===== src/rtl/isc_pkg.sv =====
`timescale 1ns/1ps
package isc_pkg;
  typedef enum logic [1:0] {
    CMD_SET = 2'd0,
    CMD_GET = 2'd1,
    CMD_OFF = 2'd2,
    CMD_ON  = 2'd3
  } isc_cmd_e;

  typedef enum logic [2:0] {
    ACT_NONE   = 3'd0,
    ACT_WRITE  = 3'd1,
    ACT_REJECT = 3'd2,
    ACT_EOI    = 3'd3,
    ACT_EVT    = 3'd4,
    ACT_RESEND = 3'd5
  } isc_act_e;

  typedef struct packed {
    logic rejected;
    logic asserted;
    logic sent;
    logic mpend;
  } isc_stat_t;
endpackage


===== src/rtl/isc_entry.sv =====
`timescale 1ns/1ps
module isc_entry
  import isc_pkg::*;
#(
  parameter int SRV_W    = 4,
  parameter int PRIO_W   = 8,
  parameter bit IS_LEVEL = 1'b0
) (
  input  logic              clk,
  input  logic              rst_n,
  input  logic              hit,
  input  isc_act_e          act,
  input  logic              evt_level,
  input  isc_cmd_e          cmd,
  input  logic [SRV_W-1:0]  cmd_server,
  input  logic [PRIO_W-1:0] cmd_prio,
  output logic [SRV_W-1:0]  server_o,
  output logic [PRIO_W-1:0] prio_o,
  output logic              live_o,
  output logic              present_o
);
  localparam logic [PRIO_W-1:0] MASKED = '1;

  logic [SRV_W-1:0]  srv_q, srv_n, w_srv;
  logic [PRIO_W-1:0] pri_q, pri_n, w_pri;
  logic [PRIO_W-1:0] sav_q, sav_n, w_sav;
  isc_stat_t         st_q, st_n;
  logic              en;

  assign en = (act == ACT_RESEND) || (hit && (act != ACT_NONE));

  // values a write command would store
  always_comb begin
    unique case (cmd)
      CMD_OFF: begin w_srv = srv_q; w_pri = MASKED; w_sav = pri_q; end
      CMD_ON:  begin w_srv = srv_q; w_pri = sav_q;  w_sav = sav_q; end
      default: begin w_srv = cmd_server; w_pri = cmd_prio; w_sav = cmd_prio; end
    endcase
  end

  always_comb begin
    srv_n = srv_q;
    pri_n = pri_q;
    sav_n = sav_q;
    st_n  = st_q;
    present_o = 1'b0;
    if (en) begin
      unique case (act)
        ACT_WRITE: begin
          srv_n = w_srv;
          pri_n = w_pri;
          sav_n = w_sav;
          if (IS_LEVEL) begin
            if (w_pri != MASKED && st_q.asserted && !st_q.sent) begin
              st_n.sent = 1'b1;
              present_o = 1'b1;
            end
          end else if (st_q.mpend && w_pri != MASKED) begin
            st_n.mpend = 1'b0;
            present_o  = 1'b1;
          end
        end
        ACT_REJECT: begin
          if (IS_LEVEL) st_n.sent = 1'b0;
          else          st_n.rejected = 1'b1;
        end
        ACT_EOI: begin
          if (IS_LEVEL) begin
            st_n.sent = 1'b0;
            if (pri_q != MASKED && st_q.asserted) begin
              st_n.sent = 1'b1;
              present_o = 1'b1;
            end
          end
        end
        ACT_EVT: begin
          if (IS_LEVEL) begin
            st_n.asserted = evt_level;
            if (evt_level && !st_q.asserted && pri_q != MASKED && !st_q.sent) begin
              st_n.sent = 1'b1;
              present_o = 1'b1;
            end
          end else if (evt_level) begin
            if (pri_q == MASKED) st_n.mpend = 1'b1;
            else                 present_o  = 1'b1;
          end
        end
        ACT_RESEND: begin
          if (IS_LEVEL) begin
            if (pri_q != MASKED && st_q.asserted && !st_q.sent) begin
              st_n.sent = 1'b1;
              present_o = 1'b1;
            end
          end else if (st_q.rejected) begin
            st_n.rejected = 1'b0;
            present_o = (pri_q != MASKED);
          end
        end
        default: ;
      endcase
    end
  end

  always_ff @(posedge clk or negedge rst_n) begin
    if (!rst_n) begin
      srv_q <= '0;
      pri_q <= MASKED;
      sav_q <= MASKED;
      st_q  <= '0;
    end else if (en) begin
      srv_q <= srv_n;
      pri_q <= pri_n;
      sav_q <= sav_n;
      st_q  <= st_n;
    end
  end

  assign server_o = srv_q;
  assign prio_o   = pri_q;
  assign live_o   = (pri_q != MASKED);
endmodule


===== src/rtl/isc_pick.sv =====
`timescale 1ns/1ps
module isc_pick #(
  parameter int N     = 8,
  parameter int IDX_W = 3
) (
  input  logic [N-1:0]     req,
  output logic [N-1:0]     grant,
  output logic [IDX_W-1:0] idx,
  output logic             any
);
  // lowest index wins: scan downward so the last hit is the smallest
  always_comb begin
    grant = '0;
    idx   = '0;
    any   = |req;
    for (int i = N - 1; i >= 0; i--) begin
      if (req[i]) begin
        grant    = '0;
        grant[i] = 1'b1;
        idx      = IDX_W'(i);
      end
    end
  end
endmodule


===== src/rtl/isc_src_ctrl.sv =====
`timescale 1ns/1ps
module isc_src_ctrl
  import isc_pkg::*;
#(
  parameter int NUM_SRC     = 8,
  parameter int BASE        = 16,
  parameter int NUM_SERVERS = 6,
  parameter int NUM_W       = 10,
  parameter int SRV_W       = 4,
  parameter int PRIO_W      = 8,
  parameter logic [NUM_SRC-1:0] LEVEL_MASK = 8'hF0,
  localparam int IDX_W = (NUM_SRC > 1) ? $clog2(NUM_SRC) : 1
) (
  input  logic              clk,
  input  logic              rst_n,
  input  logic              evt_valid,
  input  logic [IDX_W-1:0]  evt_idx,
  input  logic              evt_level,
  input  logic              cmd_valid,
  input  logic [1:0]        cmd_op,
  input  logic [NUM_W-1:0]  cmd_num,
  input  logic [SRV_W-1:0]  cmd_server,
  input  logic [PRIO_W:0]   cmd_prio,
  output logic              rsp_valid,
  output logic              rsp_err,
  output logic [SRV_W-1:0]  rsp_server,
  output logic [PRIO_W-1:0] rsp_prio,
  input  logic              rej_valid,
  input  logic [NUM_W-1:0]  rej_num,
  input  logic              eoi_valid,
  input  logic [NUM_W-1:0]  eoi_num,
  input  logic              resend_valid,
  output logic              pres_valid,
  output logic [NUM_W-1:0]  pres_num,
  output logic [SRV_W-1:0]  pres_server,
  output logic [PRIO_W-1:0] pres_prio
);
  isc_cmd_e          cmd_e;
  isc_act_e          act;
  logic [NUM_W-1:0]  tgt_num, tgt_off;
  logic              in_rng, cmd_bad;
  logic [NUM_SRC-1:0] hit, live, set_vec, grant, req_q, req_n;
  logic [SRV_W-1:0]  ent_srv [NUM_SRC];
  logic [PRIO_W-1:0] ent_pri [NUM_SRC];
  logic [IDX_W-1:0]  pick_idx;
  logic              pick_any;
  logic [SRV_W-1:0]  get_srv;
  logic [PRIO_W-1:0] get_pri;

  assign cmd_e   = isc_cmd_e'(cmd_op);
  assign tgt_num = cmd_valid ? cmd_num : (rej_valid ? rej_num : eoi_num);
  assign tgt_off = tgt_num - NUM_W'(BASE);
  assign in_rng  = (tgt_num >= NUM_W'(BASE)) && (tgt_num < NUM_W'(BASE + NUM_SRC));
  assign cmd_bad = !in_rng ||
                   ((cmd_e == CMD_SET) &&
                    ((int'(cmd_server) >= NUM_SERVERS) || cmd_prio[PRIO_W]));

  // one serviced action per cycle, fixed priority
  always_comb begin
    if (cmd_valid)         act = (cmd_e != CMD_GET && !cmd_bad) ? ACT_WRITE : ACT_NONE;
    else if (rej_valid)    act = ACT_REJECT;
    else if (eoi_valid)    act = ACT_EOI;
    else if (evt_valid)    act = ACT_EVT;
    else if (resend_valid) act = ACT_RESEND;
    else                   act = ACT_NONE;
  end

  for (genvar gi = 0; gi < NUM_SRC; gi++) begin : g_src
    assign hit[gi] = (act == ACT_EVT) ? (evt_idx == IDX_W'(gi))
                                      : (in_rng && (tgt_off == NUM_W'(gi)));
    isc_entry #(
      .SRV_W   (SRV_W),
      .PRIO_W  (PRIO_W),
      .IS_LEVEL(LEVEL_MASK[gi])
    ) u_ent (
      .clk       (clk),
      .rst_n     (rst_n),
      .hit       (hit[gi]),
      .act       (act),
      .evt_level (evt_level),
      .cmd       (cmd_e),
      .cmd_server(cmd_server),
      .cmd_prio  (cmd_prio[PRIO_W-1:0]),
      .server_o  (ent_srv[gi]),
      .prio_o    (ent_pri[gi]),
      .live_o    (live[gi]),
      .present_o (set_vec[gi])
    );
  end

  isc_pick #(.N(NUM_SRC), .IDX_W(IDX_W)) u_pick (
    .req  (req_q & live),
    .grant(grant),
    .idx  (pick_idx),
    .any  (pick_any)
  );

  always_comb begin
    get_srv = '0;
    get_pri = '0;
    for (int i = 0; i < NUM_SRC; i++) begin
      if (hit[i]) begin
        get_srv = ent_srv[i];
        get_pri = ent_pri[i];
      end
    end
  end

  // requests of masked sources drop; a new request beats its own grant
  assign req_n = (req_q & live & ~grant) | set_vec;

  always_ff @(posedge clk or negedge rst_n) begin
    if (!rst_n) begin
      req_q       <= '0;
      pres_valid  <= 1'b0;
      pres_num    <= '0;
      pres_server <= '0;
      pres_prio   <= '0;
      rsp_valid   <= 1'b0;
      rsp_err     <= 1'b0;
      rsp_server  <= '0;
      rsp_prio    <= '0;
    end else begin
      req_q       <= req_n;
      pres_valid  <= pick_any;
      pres_num    <= pick_any ? NUM_W'(BASE) + NUM_W'(pick_idx) : '0;
      pres_server <= pick_any ? ent_srv[pick_idx] : '0;
      pres_prio   <= pick_any ? ent_pri[pick_idx] : '0;
      rsp_valid   <= cmd_valid;
      rsp_err     <= cmd_valid && cmd_bad;
      rsp_server  <= (cmd_valid && cmd_e == CMD_GET && !cmd_bad) ? get_srv : '0;
      rsp_prio    <= (cmd_valid && cmd_e == CMD_GET && !cmd_bad) ? get_pri : '0;
    end
  end
endmodule


===== config.mk =====
export PLATFORM = sky130hd
export DESIGN_NAME = isc_src_ctrl
export DESIGN_NICKNAME = d
export VERILOG_FILES = /design/src/rtl/isc_pkg.sv /design/src/rtl/isc_entry.sv /design/src/rtl/isc_pick.sv /design/src/rtl/isc_src_ctrl.sv
export SDC_FILE = /design/constraint.sdc
export NUM_CORES = 1
export LEC_CHECK = 0
export ABC_AREA = 1
export BUFFER_PORTS_ARGS = -buffer_cell sky130_fd_sc_hd__buf_4
export CORE_AREA = 3 3 160 162
export CTS_CLUSTER_DIAMETER = 120
export DETAILED_ROUTE_END_ITERATION = 8
export DIE_AREA = 0 0 163 165
export PLACE_DENSITY = 0.68
export SLEW_MARGIN = 20
export SYNTH_ARGS = -nofsm -noshare
export SYNTH_HDL_FRONTEND = slang
export SYNTH_SLANG_ARGS = --single-unit

===== constraint.sdc =====
create_clock -name clk -period 6.3 [get_ports clk]
set_input_delay 0.945 -clock clk [delete_from_list [all_inputs] [get_ports clk]]
set_output_delay 0.945 -clock clk [all_outputs]
set_load 0.02 [all_outputs]

# Word level (Yosys, flattened, before mapping)
# Cells that the tools add are included.
dict set report totals {
  reg_bits 217
  output_inout_bits 37
  elab_cells 405
  input_bits 56
}
dict set report classes {
  eq_ne 64
  n_mux 156
  reduce_logical 123
  bitwise 7
  magnitude_cmp 4
  addsub 2
}
# operator n
set op_table {}
lappend op_table {{8-bit case mux with 2 select lines} 16}
lappend op_table {{8-bit 2-to-1 mux} 20}
lappend op_table {{8-bit != test, second input constant} 16}
lappend op_table {{1-bit 2-to-1 mux} 73}
lappend op_table {{1-bit logical AND} 54}
lappend op_table {{4-bit 2-to-1 mux} 12}
lappend op_table {{3-bit AND reduction} 16}
lappend op_table {{2-bit by 1-bit != test with 1-bit output, second input constant} 21}
lappend op_table {{10-bit by 3-bit == test with 1-bit output, second input constant} 4}
lappend op_table {{5-bit AND reduction} 8}
lappend op_table {{3-bit 2-to-1 mux} 13}
lappend op_table {{8-bit == test, second input constant} 4}
lappend op_table {{2-bit AND reduction} 16}
lappend op_table {{8-bit binary-select mux with 3-bit select} 1}
lappend op_table {{10-bit by 2-bit == test with 1-bit output, second input constant} 2}
lappend op_table {{10-bit 2-to-1 mux} 2}
lappend op_table {{1-bit case mux with 5 select lines} 4}
lappend op_table {{3-bit == test, second input constant} 6}
lappend op_table {{8-bit bitwise AND} 2}
lappend op_table {{1-bit case mux with 4 select lines} 4}
lappend op_table {{4-bit binary-select mux with 3-bit select} 1}
lappend op_table {{3-bit by 2-bit == test with 1-bit output, second input constant} 4}
lappend op_table {{1-bit case mux with 3 select lines} 4}
lappend op_table {{10-bit by 1-bit == test with 1-bit output, second input constant} 1}
lappend op_table {{other kinds (26)} 52}

# Longest topological paths before layout
# Gate-level depths: netlist (run 1).
dict set report depth {
  word_depth 21
  mapped_depth 20
}

# Modules after synthesis
# Synthesis (run 1) repeated with hierarchy kept, for this count alone.
dict set report unflattened {
  hier_cells 1913
  hier_area_um2 13829.5
}
# mod cells_each n_inst area_each_um2
set modules_own_cells {}
lappend modules_own_cells {{isc_entry (g_src[4].u_ent ...)} 158 4 1244.9}
lappend modules_own_cells {{isc_entry (g_src[0].u_ent ...)} 148 4 1204.9}
lappend modules_own_cells {isc_src_ctrl 654 1 3861.2}
lappend modules_own_cells {isc_pick 35 1 168.9}

# Least setup slack after synthesis (run 1)
# Ideal clock, no wire load.
dict set report synth_path {
  kind {input to register}
  from {input port cmd_valid}
  to {register g_src[5].u_ent.srv_q[1]}
  stages 16
  path_buffers 4
  path_slack_ps 3457
  setup_ps 128
  arrival_time_ps 2715
  path_cell_list {inv_2 -> buf_6 -> buf_2 -> buf_4 -> nor3_1 -> a21oi_2 -> inv_1 -> nor2_2 -> inv_4 -> buf_2 -> nand2_1 -> nand2_2 -> inv_2 -> nand2_1 -> nand2_1 -> o21ai_0}
}
dict set report synth_via {
  elab_chain_cells 14
}
# element line
set synth_lines {}
lappend synth_lines {{start, declared} isc_src_ctrl.sv:19} ;# input logic cmd_valid,
lappend synth_lines {{10-bit 2-to-1 mux} isc_src_ctrl.sv:51} ;# assign tgt_num = cmd_valid ? cmd_num : (rej_valid ? rej_num : eoi_num);
lappend synth_lines {{10-bit by 5-bit greater-or-equal comparator with 1-bit output or 10-bit by 5-bit < comparator with 1-bit output (tied branches)} isc_src_ctrl.sv:53} ;# assign in_rng = (tgt_num >= NUM_W'(BASE)) && (tgt_num < NUM_W'(BASE + NUM_SRC));
lappend synth_lines {{1-bit logical AND} isc_src_ctrl.sv:53}
lappend synth_lines {{1-bit logical NOT} isc_src_ctrl.sv:54} ;# assign cmd_bad = !in_rng ||
lappend synth_lines {{1-bit logical OR} isc_src_ctrl.sv:54}
lappend synth_lines {{1-bit logical NOT} isc_src_ctrl.sv:60} ;# if (cmd_valid) act = (cmd_e != CMD_GET && !cmd_bad) ? ACT_WRITE : ACT_NONE;
lappend synth_lines {{1-bit logical AND} isc_src_ctrl.sv:60}
lappend synth_lines {{1-bit 2-to-1 mux} isc_src_ctrl.sv:60}
lappend synth_lines {{3-bit 2-to-1 mux} isc_src_ctrl.sv:60}
lappend synth_lines {{3-bit == test} isc_src_ctrl.sv:69} ;# assign hit[gi] = (act == ACT_EVT) ? (evt_idx == IDX_W'(gi))
lappend synth_lines {{1-bit 2-to-1 mux} isc_src_ctrl.sv:69}
lappend synth_lines {{1-bit logical AND} isc_entry.sv:30} ;# assign en = (act == ACT_RESEND) || (hit && (act != ACT_NONE));
lappend synth_lines {{1-bit logical OR} isc_entry.sv:30}
lappend synth_lines {{3-bit AND reduction (no source line) (*)} --}
lappend synth_lines {{end signal, assigned} isc_entry.sv:111} ;# srv_q <= srv_n;
lappend synth_lines {{end, declared} isc_entry.sv:24} ;# logic [SRV_W-1:0] srv_q, srv_n, w_srv;
# Mark *: on every way between the ends. The rest lies on a longest branch, timed or not.
# A chain may end at the register's enable or synchronous reset.

# Final worst setup path (run 1)
dict set report layout_path {
  from {input port rej_valid}
  to {register g_src[4].u_ent.sav_q[1]}
}
dict set report layout_via {
  elab_chain_cells 15
}
# element line
set layout_lines {}
lappend layout_lines {{start, declared} isc_src_ctrl.sv:28} ;# input logic rej_valid,
lappend layout_lines {{10-bit 2-to-1 mux (2 in series)} isc_src_ctrl.sv:51}
lappend layout_lines {{10-bit by 5-bit greater-or-equal comparator with 1-bit output or 10-bit by 5-bit < comparator with 1-bit output (tied branches)} isc_src_ctrl.sv:53}
lappend layout_lines {{1-bit logical AND} isc_src_ctrl.sv:53}
lappend layout_lines {{1-bit logical NOT} isc_src_ctrl.sv:54}
lappend layout_lines {{1-bit logical OR} isc_src_ctrl.sv:54}
lappend layout_lines {{1-bit logical NOT} isc_src_ctrl.sv:60}
lappend layout_lines {{1-bit logical AND} isc_src_ctrl.sv:60}
lappend layout_lines {{1-bit 2-to-1 mux} isc_src_ctrl.sv:60}
lappend layout_lines {{3-bit 2-to-1 mux} isc_src_ctrl.sv:60}
lappend layout_lines {{3-bit == test} isc_src_ctrl.sv:69}
lappend layout_lines {{1-bit 2-to-1 mux} isc_src_ctrl.sv:69}
lappend layout_lines {{1-bit logical AND} isc_entry.sv:30}
lappend layout_lines {{1-bit logical OR} isc_entry.sv:30}
lappend layout_lines {{3-bit AND reduction (no source line) (*)} --}
lappend layout_lines {{end signal, assigned} isc_entry.sv:113} ;# sav_q <= sav_n;
lappend layout_lines {{end, declared} isc_entry.sv:26} ;# logic [PRIO_W-1:0] sav_q, sav_n, w_sav;
# Marks and branches as above.

==> flow_metrics.py, run 1 <==
metrics = {
    "worst_setup_path": {
        "worstSetupEndpointType": "flop",
        "timing.critical_path.buf_inv": 4,
        "capturing_element_of_the_worst_setup_path": "g_src[4].u_ent.sav_q[1]",
        "crit_chain": "buf_4 -> inv_1 -> nand2_1 -> nor2_1 -> nand3_2 -> inv_1 -> nand4_1 -> nand2_1 -> inv_1 -> o21ai_1 -> nand2_2 -> nand2_1 -> nand2_1",
        "timing.critical_path.max_delay_family": "simple AND/OR/NAND/NOR gates",
        "ff2ff_setup_slack_ps": 2730,
        "timing.critical_path.from": "rej_valid",
        "critical-path-max-stage-delay_ps": 800,
        "critical_path_peak_fanout": 22,
        "criticalPathCategory": "input pin to flop",
        "crit-reg2reg-launch": "g_src[5].u_ent.prio_o[4]",
        "cp_num_cells": 13,
        "critPathMostFrequentCell": "sky130_fd_sc_hd__nand2_1",
        "setup.worst_path.start_class": "input pin",
        "timing.critical_path.arrival_ps": 4780,
        "cell_type_of_the_slowest_stage_on_the_worst_timing_path": "sky130_fd_sc_hd__o21ai_1",
        "r2r.worst_path.cells": 15,
        "worst_r2r_endpoint": "pres_prio[6]",
        "critical_path_rt_ps": 6750,
    },
    "timing": {
        "worst_hold_slack_ps": 459.1,
        "worst-slew-pin-transition_ps": 954.0,
        "max_freq_ghz": 0.2308,
        "finalHoldViolCount": 0,
        "rsz0062_at_grt": "no",
        "worst_setup_skew_after_layout_ps": 12.33,
        "timing.setup.tns_ps": 0,
        "finalSetupViolations": 0,
        "maxSlewViolCount": 0,
        "post-route-period-util_pct": 68.76,
        "worst_slew_margin_rel_pct": 35.98,
        "timing.final.ws_setup_ps": 1968,
        "final_period_minus_worst_setup_slack_ps": 4332,
    },
    "synth": {
        "synth_cell_types": 40,
        "post_synth_main_area_contributors": "sky130_fd_sc_hd__dfstp_2, sky130_fd_sc_hd__dfrtp_1, sky130_fd_sc_hd__nand2_1",
        "synthFlopType": "sky130_fd_sc_hd__dfstp_2",
        "ys.warnings.count": 0,
        "synth_area_per_cell_um2": 7.185,
        "synth.top_cell.area_share_pct": 27.67,
        "synthArstFlopShare_pct": 100.0,
        "flip_flop_and_latch_count_after_synthesis": 214,
        "synth_edf_count": 0,
        "netlist_instances": 1692,
        "synth_top_area_cell": "sky130_fd_sc_hd__dfstp_2",
        "synthMostInstantiatedCell": "sky130_fd_sc_hd__nand2_1",
        "synth_area_mm2": 0.01216,
        "commonest_cells_post_synth": "sky130_fd_sc_hd__nand2_1, sky130_fd_sc_hd__o21ai_0, sky130_fd_sc_hd__nand3_1",
        "synth_sequential_area_ratio_pct": 45.37,
    },
    "cells_and_area": {
        "finalInstanceArea_mm2": 0.01382,
        "layout.filler_cells": 2343,
        "antenna-diode-count": 0,
        "ratio_of_cells_with_drive_above_1_in_the_final_layout_pct": 18.28,
        "area_growth_pct": 13.72,
        "finalNetCount": 1795,
    },
    "routing": {
        "post-route-drc-count": 0,
        "vias_per_cell": 5.796,
        "first_pass_iters": 6,
        "ant_nets": 0,
        "wire_per_inst_um": 20.29,
        "drt-total-wl_mm": 42.21,
        "routed-via-count": 12060,
        "drt_first_iter_violations": 1434,
    },
    "clock_network": {
        "cts_root_buf": "sky130_fd_sc_hd__clkbuf_16",
        "max-clock-path-buffers": 3,
        "register_clock_pin_slew_on_the_reported_worst_setup_and_hold_paths_ps": 60,
        "cts_inserted_buffers": 25,
        "post_cts.resized_instances": 0,
        "post_cts_buffers": 0,
        "cts_tree": "built",
        "tritoncts_num_sinks": 214,
        "cts_hold_buf": 0,
        "htree_levels": 1,
        "clkLatencyLatePin_ps": 530,
    },
    "run": {
        "timing.max_cap.violations": 0,
    },
    "die": {
        "core-area_mm2": 0.02425,
        "initial_standard_cell_utilization_of_the_core_pct": 50.13,
        "ios": 93,
        "die-area_mm2": 0.02690,
        "floorplan.die.height_um": 165,
        "fp.dieW_um": 163,
        "row_count": 57,
    },
    "placed_design": {
        "gp_routability_congestion": 0.9811,
        "hpwl_mm": 30.21,
        "pre_cts_slack_ps": 1571,
        "placed_area_mm2": 0.01297,
        "port_buffers": 86,
    },
    "grt": {
        "grt_overflow_total": 0,
        "via_count_of_the_first_global_routing_pass": 11380,
        "wire_length_of_the_first_global_routing_pass_mm": 65.18,
        "antenna_found_initial": 0,
        "grt.total_usage_pct": 31.40,
        "grt_start_max_net_pins": 112,
    },
    "hold_path": {
        "holdCritPathClass": "flop to flop",
        "worst_hold_stages": 2,
    },
    "pwr": {
        "power_mw": 4.042,
        "worst_ir_drop_vdd_v": 0.0002272,
        "powerDensity_mw_per_mm2": 292.4,
        "leakage_nw": 6.406,
    },
    "run_status": {
        "run_status": "complete, no violations",
    },
}
through the flow:
stage,util [%],cells
floorplan,-,1697
global placement,53.50,2036
detailed placement,53.50,2036
CTS,57.00,2080
global route,57.01,2080
finish,57.01,2080
tightest hold or removal path, cell delays in order, from the launching register on:
cell	delay, ps
sky130_fd_sc_hd__dfstp_2	370
sky130_fd_sc_hd__nand2_1	50
sky130_fd_sc_hd__nand2_1	40
cell type report:
type,instances,area (um^2),share of cell area [%]
well taps,324,405.4,2.932
multi-input cells,1261,5753,41.61
clock inverters,10,128.9,0.9322
repair buffers,101,789.5,5.711
inverters,136,513.0,3.711
flip-flops and latches,214,5515,39.90
clock buffers,34,719.4,5.204
placed cells by master, fill, tap and decap left out, types with 2 or more instances in the layout:
cell type and instances:
sky130_fd_sc_hd__nand2_1 569, sky130_fd_sc_hd__o21ai_0 215, sky130_fd_sc_hd__nand3_1 182, sky130_fd_sc_hd__inv_1 128
sky130_fd_sc_hd__dfstp_2 128, sky130_fd_sc_hd__buf_4 98, sky130_fd_sc_hd__dfrtp_1 86, sky130_fd_sc_hd__nor2_1 81
sky130_fd_sc_hd__a21oi_1 53, sky130_fd_sc_hd__clkbuf_16 25, sky130_fd_sc_hd__o211ai_1 23, sky130_fd_sc_hd__nor4_1 22
sky130_fd_sc_hd__o21ai_1 18, sky130_fd_sc_hd__nand2_2 16, sky130_fd_sc_hd__or2_2 13, sky130_fd_sc_hd__nand4_1 13
sky130_fd_sc_hd__nor3_1 11, sky130_fd_sc_hd__inv_2 7, sky130_fd_sc_hd__clkbuf_8 7, sky130_fd_sc_hd__conb_1 6
sky130_fd_sc_hd__nor2_2 5, sky130_fd_sc_hd__o21a_1 5, sky130_fd_sc_hd__clkinv_2 4, sky130_fd_sc_hd__or2_0 3
sky130_fd_sc_hd__nand3_2 3, sky130_fd_sc_hd__a21boi_0 3, sky130_fd_sc_hd__bufinv_16 3, sky130_fd_sc_hd__clkbuf_1 3
sky130_fd_sc_hd__or2_1 2, sky130_fd_sc_hd__nor2_4 2, sky130_fd_sc_hd__nand3b_1 2, sky130_fd_sc_hd__a21oi_2 2
sky130_fd_sc_hd__o221ai_1 2, sky130_fd_sc_hd__a31oi_1 2, sky130_fd_sc_hd__a21o_1 2, sky130_fd_sc_hd__clkinvlp_4 2
sky130_fd_sc_hd__buf_12 2
worst min path at each step:
stage	start	endpoint	slack, ps
floorplan	g_src[6].u_ent.st_q[1]	g_src[6].u_ent.st_q[1]	440
global placement	g_src[7].u_ent.sav_q[1]	g_src[7].u_ent.sav_q[1]	450
detailed placement	g_src[1].u_ent.sav_q[0]	g_src[1].u_ent.sav_q[0]	450
CTS	g_src[1].u_ent.sav_q[0]	g_src[1].u_ent.sav_q[0]	460
global route	g_src[1].u_ent.sav_q[0]	g_src[1].u_ent.sav_q[0]	470
finish	g_src[6].u_ent.sav_q[1]	g_src[6].u_ent.sav_q[1]	460
logic make-up (layout without fill, tap and decap cells):
kind of cell / after synthesis / in the layout / synth area share, %
compound gates: 331 / 331 / 14.69
buf+inv: 222 / 281 / 7.575
flops: 214 / 214 / 45.37
other cells: 1 / 6 / 0.03085
simple gates: 924 / 924 / 32.34
sequential cells by signal, indices dropped and copies added, names as in the netlist:
name / flops
pres_num: 4
pres_server: 4
rsp_server: 4
g_src.u_ent.prio_o: 64
pres_prio: 8
g_src.u_ent.sav_q: 64
req_q: 8
rsp_prio: 8
g_src.u_ent.st_q: 16
rsp_err: 1
g_src.u_ent.server_o: 32
rsp_valid: 1
routing by layer:
| layer | global-route usage, % | routed length [um] | vias to the layer above |
|---|---|---|---|
| met5 | 0 | 0 | - |
| met4 | 11.34 | 1709 | 0 |
| met3 | 6.120 | 4270 | 119 |
| met2 | 48.98 | 18580 | 662 |
| met1 | 43.73 | 17650 | 5641 |
| li1 | - | - | 5634 |
report_power, final:
group          switching [mW]  internal [mW]
registers               0.181           1.69
clock network           0.583          0.917
logic                   0.464          0.213
total                    1.23           2.81
No activity file was read; power rests on OpenSTA's default activity.
==> run 2, diff against run 1 <==
--- a/config.mk
+++ b/config.mk
@@ -11,7 +11,7 @@
 export CTS_CLUSTER_DIAMETER = 120
 export DETAILED_ROUTE_END_ITERATION = 8
 export DIE_AREA = 0 0 163 165
-export PLACE_DENSITY = 0.68
+export PLACE_DENSITY = 0.7
 export SLEW_MARGIN = 20
 export SYNTH_ARGS = -nofsm -noshare
 export SYNTH_HDL_FRONTEND = slang
==> constraint.sdc (replaced) <==
create_clock -name clk -period 3.61 [get_ports clk]
set_input_delay 0.5415 -clock clk [delete_from_list [all_inputs] [get_ports clk]]
set_output_delay 0.5415 -clock clk [all_outputs]
set_load 0.02 [all_outputs]
==> run 2 against run 1 <==
  * Clock skew down 1.0 ps
  * Clock-buffer cell count grew 4
  * Worst setup slack got worse by 1500 ps
  * Non-clock buffer count rose by 36
==> flow_metrics.py, run 2 (synthesis results as in run 1) <==
metrics = {
    "run_status": {
        "run_status": "complete, no violations",
    },
    "timing": {
        "worst_setup_skew_after_layout_ps": 11.30,
        "worst_hold_slack_ps": 97.08,
        "maxSlewViolCount": 0,
        "finalSetupViolations": 0,
        "timing.setup.tns_ps": 0,
        "finalHoldViolCount": 0,
        "rsz0062_at_grt": "no",
        "final_period_minus_worst_setup_slack_ps": 3112,
        "timing.final.ws_setup_ps": 497.9,
        "worst_slew_margin_rel_pct": 40.78,
        "post-route-period-util_pct": 86.21,
        "max_freq_ghz": 0.3213,
        "worst-slew-pin-transition_ps": 888.3,
    },
    "grt": {
        "grt_overflow_total": 0,
        "grt.total_usage_pct": 31.57,
        "grt_start_max_net_pins": 107,
        "wire_length_of_the_first_global_routing_pass_mm": 65.45,
        "antenna_found_initial": 1,
        "via_count_of_the_first_global_routing_pass": 11630,
    },
    "pwr": {
        "switching_power_mw": 2.111,
        "combPwrFrac_pct": 17.0,
        "pwr-share-clk_pct": 36.6,
        "leakage_nw": 6.587,
        "power_mw": 6.982,
        "seq_power_share_pct": 46.5,
        "swShare_pct": 30.24,
        "internal_power_mw": 4.871,
        "worst_ir_drop_vdd_v": 0.0003812,
        "powerDensity_mw_per_mm2": 495.3,
    },
    "clock_network": {
        "register_clock_pin_slew_on_the_reported_worst_setup_and_hold_paths_ps": 60,
        "tritoncts_num_sinks": 214,
        "cts_inserted_buffers": 25,
        "htree_levels": 1,
        "post_cts.resized_instances": 0,
        "cts_hold_buf": 0,
        "cts_tree": "built",
        "max-clock-path-buffers": 3,
        "cts_root_buf": "sky130_fd_sc_hd__clkbuf_16",
        "post_cts_buffers": 0,
        "clkLatencyLatePin_ps": 530,
    },
    "worst_setup_path": {
        "critical-path-max-stage-delay_ps": 600,
        "critPathMostFrequentCell": "sky130_fd_sc_hd__nand2_1",
        "crit_chain": "inv_1 -> nor4_1 -> nand2_1 -> nand2_1 -> nand2_1 -> nand2_1 -> nand2_1 -> nand2_1 -> nand2_2 -> inv_2 -> buf_4 -> nand2_1 -> nand3_1 -> nand3_1 -> nand2_1",
        "timing.critical_path.arrival_ps": 3580,
        "ff2ff_setup_slack_ps": 500,
        "critical_path_rt_ps": 4080,
        "critical_path_peak_fanout": 22,
        "cell_type_of_the_slowest_stage_on_the_worst_timing_path": "sky130_fd_sc_hd__nor4_1",
        "worstSetupEndpointType": "flop",
        "setup.worst_path.start_class": "flop",
        "criticalPathCategory": "flop to flop",
    },
    "routing": {
        "drt-total-wl_mm": 42.46,
        "drt_first_iter_violations": 1326,
        "routed-via-count": 12270,
        "post-route-drc-count": 0,
        "ant_nets": 0,
        "wire_per_inst_um": 20.06,
        "first_pass_iters": 5,
        "vias_per_cell": 5.795,
    },
    "cells_and_area": {
        "post-route-util_pct": 58.13,
        "final_common_cell": "sky130_fd_sc_hd__nand2_1",
        "area_growth_pct": 15.95,
        "final_cells": 2117,
        "finalNetCount": 1831,
        "antenna-diode-count": 0,
        "ratio_of_cells_with_drive_above_1_in_the_final_layout_pct": 19.74,
        "finalInstanceArea_mm2": 0.01410,
        "layout.cells.most_common_list": "sky130_fd_sc_hd__nand2_1, sky130_fd_sc_hd__o21ai_0, sky130_fd_sc_hd__nand3_1, sky130_fd_sc_hd__buf_4",
    },
    "placed_design": {
        "placed_area_mm2": 0.01327,
        "port_buffers": 86,
        "dp.cells": 2072,
        "gp_routability_congestion": 1.029,
        "pre_cts_slack_ps": 331.9,
        "hpwl_mm": 30.86,
    },
    "die": {
        "floorplan.die.height_um": 165,
        "core-area_mm2": 0.02425,
        "fp.dieW_um": 163,
        "ios": 93,
        "die-area_mm2": 0.02690,
        "row_count": 57,
        "initial_standard_cell_utilization_of_the_core_pct": 50.13,
    },
    "run": {
        "timing.max_cap.violations": 0,
    },
    "hold_path": {
        "holdCritPathClass": "input pin to async pin",
    },
}
## run 2: power groups by stage
| stage | combinational (mW) | sequential (mW) | clock (mW) |
|---|---|---|---|
| 2_1_floorplan | 0.764 | 3.15 | 0 |
| 3_3_place_gp | 1.14 | 3.25 | 0 |
| 3_5_place_dp | 1.16 | 3.26 | 0 |
| 4_1_cts | 1.17 | 3.23 | 2.57 |
| 5_1_grt | 1.33 | 3.28 | 2.68 |
| 6_report | 1.18 | 3.24 | 2.55 |
## run 2: final timing paths
path,startpoint,to,cells after the start
max in group asynchronous,rst_n,g_src[3].u_ent.sav_q[5],2
worst max register to register,g_src[4].u_ent.prio_o[0],pres_server[2],15
worst min-delay path,rst_n,g_src[6].u_ent.server_o[1],1
min in group clk,cmd_valid,rsp_valid,1
worst min register to register,g_src[3].u_ent.sav_q[5],g_src[3].u_ent.sav_q[5],2
worst max-delay path,g_src[4].u_ent.prio_o[0],pres_server[2],15
## run 2: area by class of cell
type / instances / area, um^2
clock inverter: 7 / 92.59
inverter: 136 / 513.0
timing repair buffer: 137 / 1085
sequential: 214 / 5515
multi-input combinational: 1261 / 5751
fill: 2338 / 10150
clock buffer: 38 / 734.5
tap: 324 / 405.4
## run 2: worst max-delay path: cells and delay by family, from the launching register on
kind / cells / cell delay [ps]
buffers and inverters: 3 / 790
flip-flops: 1 / 570
AND/OR/NAND/NOR: 12 / 1680
## run 2: per-layer routing
metal	track usage, %	part of all wire [%]
met2	49.15	45
met1	44.59	42
met3	4.665	9.4
met5	0	0
met4	12.46	4.4
==> run 3, diff against run 2 <==
--- a/config.mk
+++ b/config.mk
@@ -6,13 +6,13 @@
 export NUM_CORES = 1
 export LEC_CHECK = 0
 export ABC_AREA = 1
-export BUFFER_PORTS_ARGS = -buffer_cell sky130_fd_sc_hd__buf_4
+export BUFFER_PORTS_ARGS = -buffer_cell sky130_fd_sc_hd__clkbuf_2
 export CORE_AREA = 3 3 160 162
 export CTS_CLUSTER_DIAMETER = 120
 export DETAILED_ROUTE_END_ITERATION = 8
 export DIE_AREA = 0 0 163 165
 export PLACE_DENSITY = 0.7
-export SLEW_MARGIN = 20
+export SLEW_MARGIN = 30
 export SYNTH_ARGS = -nofsm -noshare
 export SYNTH_HDL_FRONTEND = slang
 export SYNTH_SLANG_ARGS = --single-unit
==> run 3 against run 2 <==
  * Sequential power barely moved
  * Flip-flop and latch count did not move
  * Cell count shrank 0.24%
  * Worst hold slack got worse by 54 ps
  * Clock power is 7% lower
  * Register-to-register slack gained 60 ps
  * Power fell by 2.8%
  * Worst setup slack improved by 65 ps
  * Critical endpoint is now pres_prio[7]
  * First-iteration DRC count grew 0.23%
  * Non-clock buffer count down 4
  * Highest routed layer unchanged
==> flow_metrics.py, run 3 (synthesis results as in run 1) <==
metrics = {
    "routing": {
        "routed-via-count": 12230,
        "ant_nets": 0,
        "route.met3.wl_mm": 3.918,
        "vias_per_cell": 5.793,
        "dr.max_layer_used": "met4",
        "first_pass_iters": 6,
        "drt-total-wl_mm": 41.88,
        "wl_met1_mm": 17.49,
        "post-route-drc-count": 0,
        "met2_length_mm": 18.48,
        "wire_per_inst_um": 19.83,
        "drt_first_iter_violations": 1329,
    },
    "timing": {
        "max_freq_ghz": 0.3281,
        "worst_setup_skew_after_layout_ps": 27.73,
        "final_period_minus_worst_setup_slack_ps": 3048,
        "timing.setup.tns_ps": 0,
        "timing.final.ws_setup_ps": 562.5,
        "worst-slew-pin-transition_ps": 695.2,
        "finalSetupViolations": 0,
        "post-route-period-util_pct": 84.42,
        "worst_slew_margin_rel_pct": 53.17,
        "rsz0062_at_grt": "no",
        "maxSlewViolCount": 0,
        "finalHoldViolCount": 0,
    },
    "worst_setup_path": {
        "worstSetupEndpointType": "flop",
        "ff2ff_setup_slack_ps": 560,
        "critical_path_rt_ps": 4060,
        "setup.worst_path.start_class": "flop",
        "worst_r2r_endpoint": "pres_prio[7]",
        "crit-reg2reg-launch": "g_src[1].u_ent.prio_o[1]",
        "r2r.worst_path.cells": 11,
        "criticalPathCategory": "flop to flop",
        "critical_path_peak_fanout": 14,
        "timing.critical_path.arrival_ps": 3490,
    },
    "die": {
        "core-area_mm2": 0.02425,
        "initial_standard_cell_utilization_of_the_core_pct": 50.13,
        "die-area_mm2": 0.02690,
        "row_count": 57,
        "floorplan.die.height_um": 165,
        "fp.dieW_um": 163,
        "ios": 93,
    },
    "grt": {
        "grt_overflow_total": 0,
        "grt.total_usage_pct": 31.53,
        "via_count_of_the_first_global_routing_pass": 11740,
        "antenna_found_initial": 2,
        "grt_start_max_net_pins": 80,
        "wire_length_of_the_first_global_routing_pass_mm": 65.96,
    },
    "placed_design": {
        "gp_routability_congestion": 1.023,
        "pre_cts_slack_ps": 315.0,
        "port_buffers": 86,
        "hpwl_mm": 30.69,
    },
    "cells_and_area": {
        "layout.cells.most_common_list": "sky130_fd_sc_hd__nand2_1, sky130_fd_sc_hd__o21ai_0, sky130_fd_sc_hd__nand3_1, sky130_fd_sc_hd__inv_1, sky130_fd_sc_hd__dfstp_2",
        "antenna-diode-count": 0,
        "finalNetCount": 1826,
        "final_common_cell": "sky130_fd_sc_hd__nand2_1",
        "post-route-util_pct": 56.88,
        "ratio_of_cells_with_drive_above_1_in_the_final_layout_pct": 19.57,
        "area_growth_pct": 13.45,
    },
    "clock_network": {
        "register_clock_pin_slew_on_the_reported_worst_setup_and_hold_paths_ps": 60,
        "cts_root_buf": "sky130_fd_sc_hd__clkbuf_16",
        "max-clock-path-buffers": 3,
        "tritoncts_num_sinks": 214,
        "post_cts.resized_instances": 0,
        "clkLatencyLatePin_ps": 550,
        "post_cts_buffers": 0,
        "cts_tree": "built",
        "htree_levels": 1,
        "cts_inserted_buffers": 24,
        "cts_hold_buf": 0,
    },
    "run_status": {
        "run_status": "complete, no violations",
    },
    "pwr": {
        "combPwrFrac_pct": 17.1,
        "seq_power_share_pct": 47.8,
        "internal_power_mw": 4.649,
        "pwr-share-clk_pct": 35.1,
        "leakage_nw": 6.483,
        "worst_ir_drop_vdd_v": 0.0003537,
        "powerDensity_mw_per_mm2": 492.0,
        "switching_power_mw": 2.137,
        "swShare_pct": 31.50,
    },
    "run": {
        "timing.max_cap.violations": 0,
    },
    "hold_path": {
        "holdCritPathClass": "input pin to async pin",
    },
}
-- run 3: cell type report --
| class | count | area (um^2) |
|---|---|---|
| clock inverters | 13 | 106.4 |
| fillers | 2327 | 10460 |
| inverters | 136 | 513.0 |
| well taps | 324 | 405.4 |
| clock buffers | 31 | 646.9 |
| flip-flops and latches | 214 | 5515 |
| repair buffers | 133 | 854.6 |
| multi-input cells | 1261 | 5751 |
-- run 3: power groups by stage --
stage	sequential [mW]	combinational, mW	clock [mW]
4_1_cts	3.23	1.15	2.40
3_5_place_dp	3.26	1.14	0
6_report	3.24	1.16	2.38
5_1_grt	3.28	1.32	2.50
2_1_floorplan	3.15	0.764	0
3_3_place_gp	3.26	1.13	0
-- run 3: critical path: stages (launching register included) --
cell	delay, ps
sky130_fd_sc_hd__dfstp_2	590
sky130_fd_sc_hd__inv_1	90
sky130_fd_sc_hd__nor4_1	370
sky130_fd_sc_hd__nand2_1	190
sky130_fd_sc_hd__nand2_1	170
sky130_fd_sc_hd__nand2_1	140
sky130_fd_sc_hd__nor2_1	310
sky130_fd_sc_hd__inv_1	360
sky130_fd_sc_hd__nor2_1	180
sky130_fd_sc_hd__buf_4	250
sky130_fd_sc_hd__nand3_1	140
sky130_fd_sc_hd__nand2_1	160
-- run 3: worst max path at each step --
stage / start / end / slack (ps)
2_1_floorplan: cmd_valid / g_src[5].u_ent.server_o[1] / 1170
6_report: g_src[1].u_ent.prio_o[1] / pres_prio[7] / 560
5_1_grt: g_src[0].u_ent.prio_o[2] / pres_prio[7] / 380
3_5_place_dp: rej_valid / rsp_prio[5] / 310
4_1_cts: g_src[0].u_ent.prio_o[2] / pres_prio[7] / 710
3_3_place_gp: rej_valid / rsp_prio[5] / 400
-- run 3: stage by stage --
stage | std cells | hold slack [ps] | total power [mW] | instance area, um^2
2_1_floorplan | 1697 | 245.9 | 3.914 | 12180
3_3_place_gp | 2068 | 449.5 | 4.386 | 13040
3_5_place_dp | 2068 | 450.8 | 4.404 | 13040
4_1_cts | 2112 | 59.84 | 6.783 | 13790
5_1_grt | 2112 | 89.03 | 7.097 | 13790
6_report | 2112 | 43.46 | 6.786 | 13790
-- run 3: layer usage --
metal / vias to the layer above / global-route usage [%]
li1: 5702 / -
met1: 5790 / 43.33
met2: 613 / 49.13
met3: 129 / 6.020
met4: 0 / 13.15
met5: - / 0
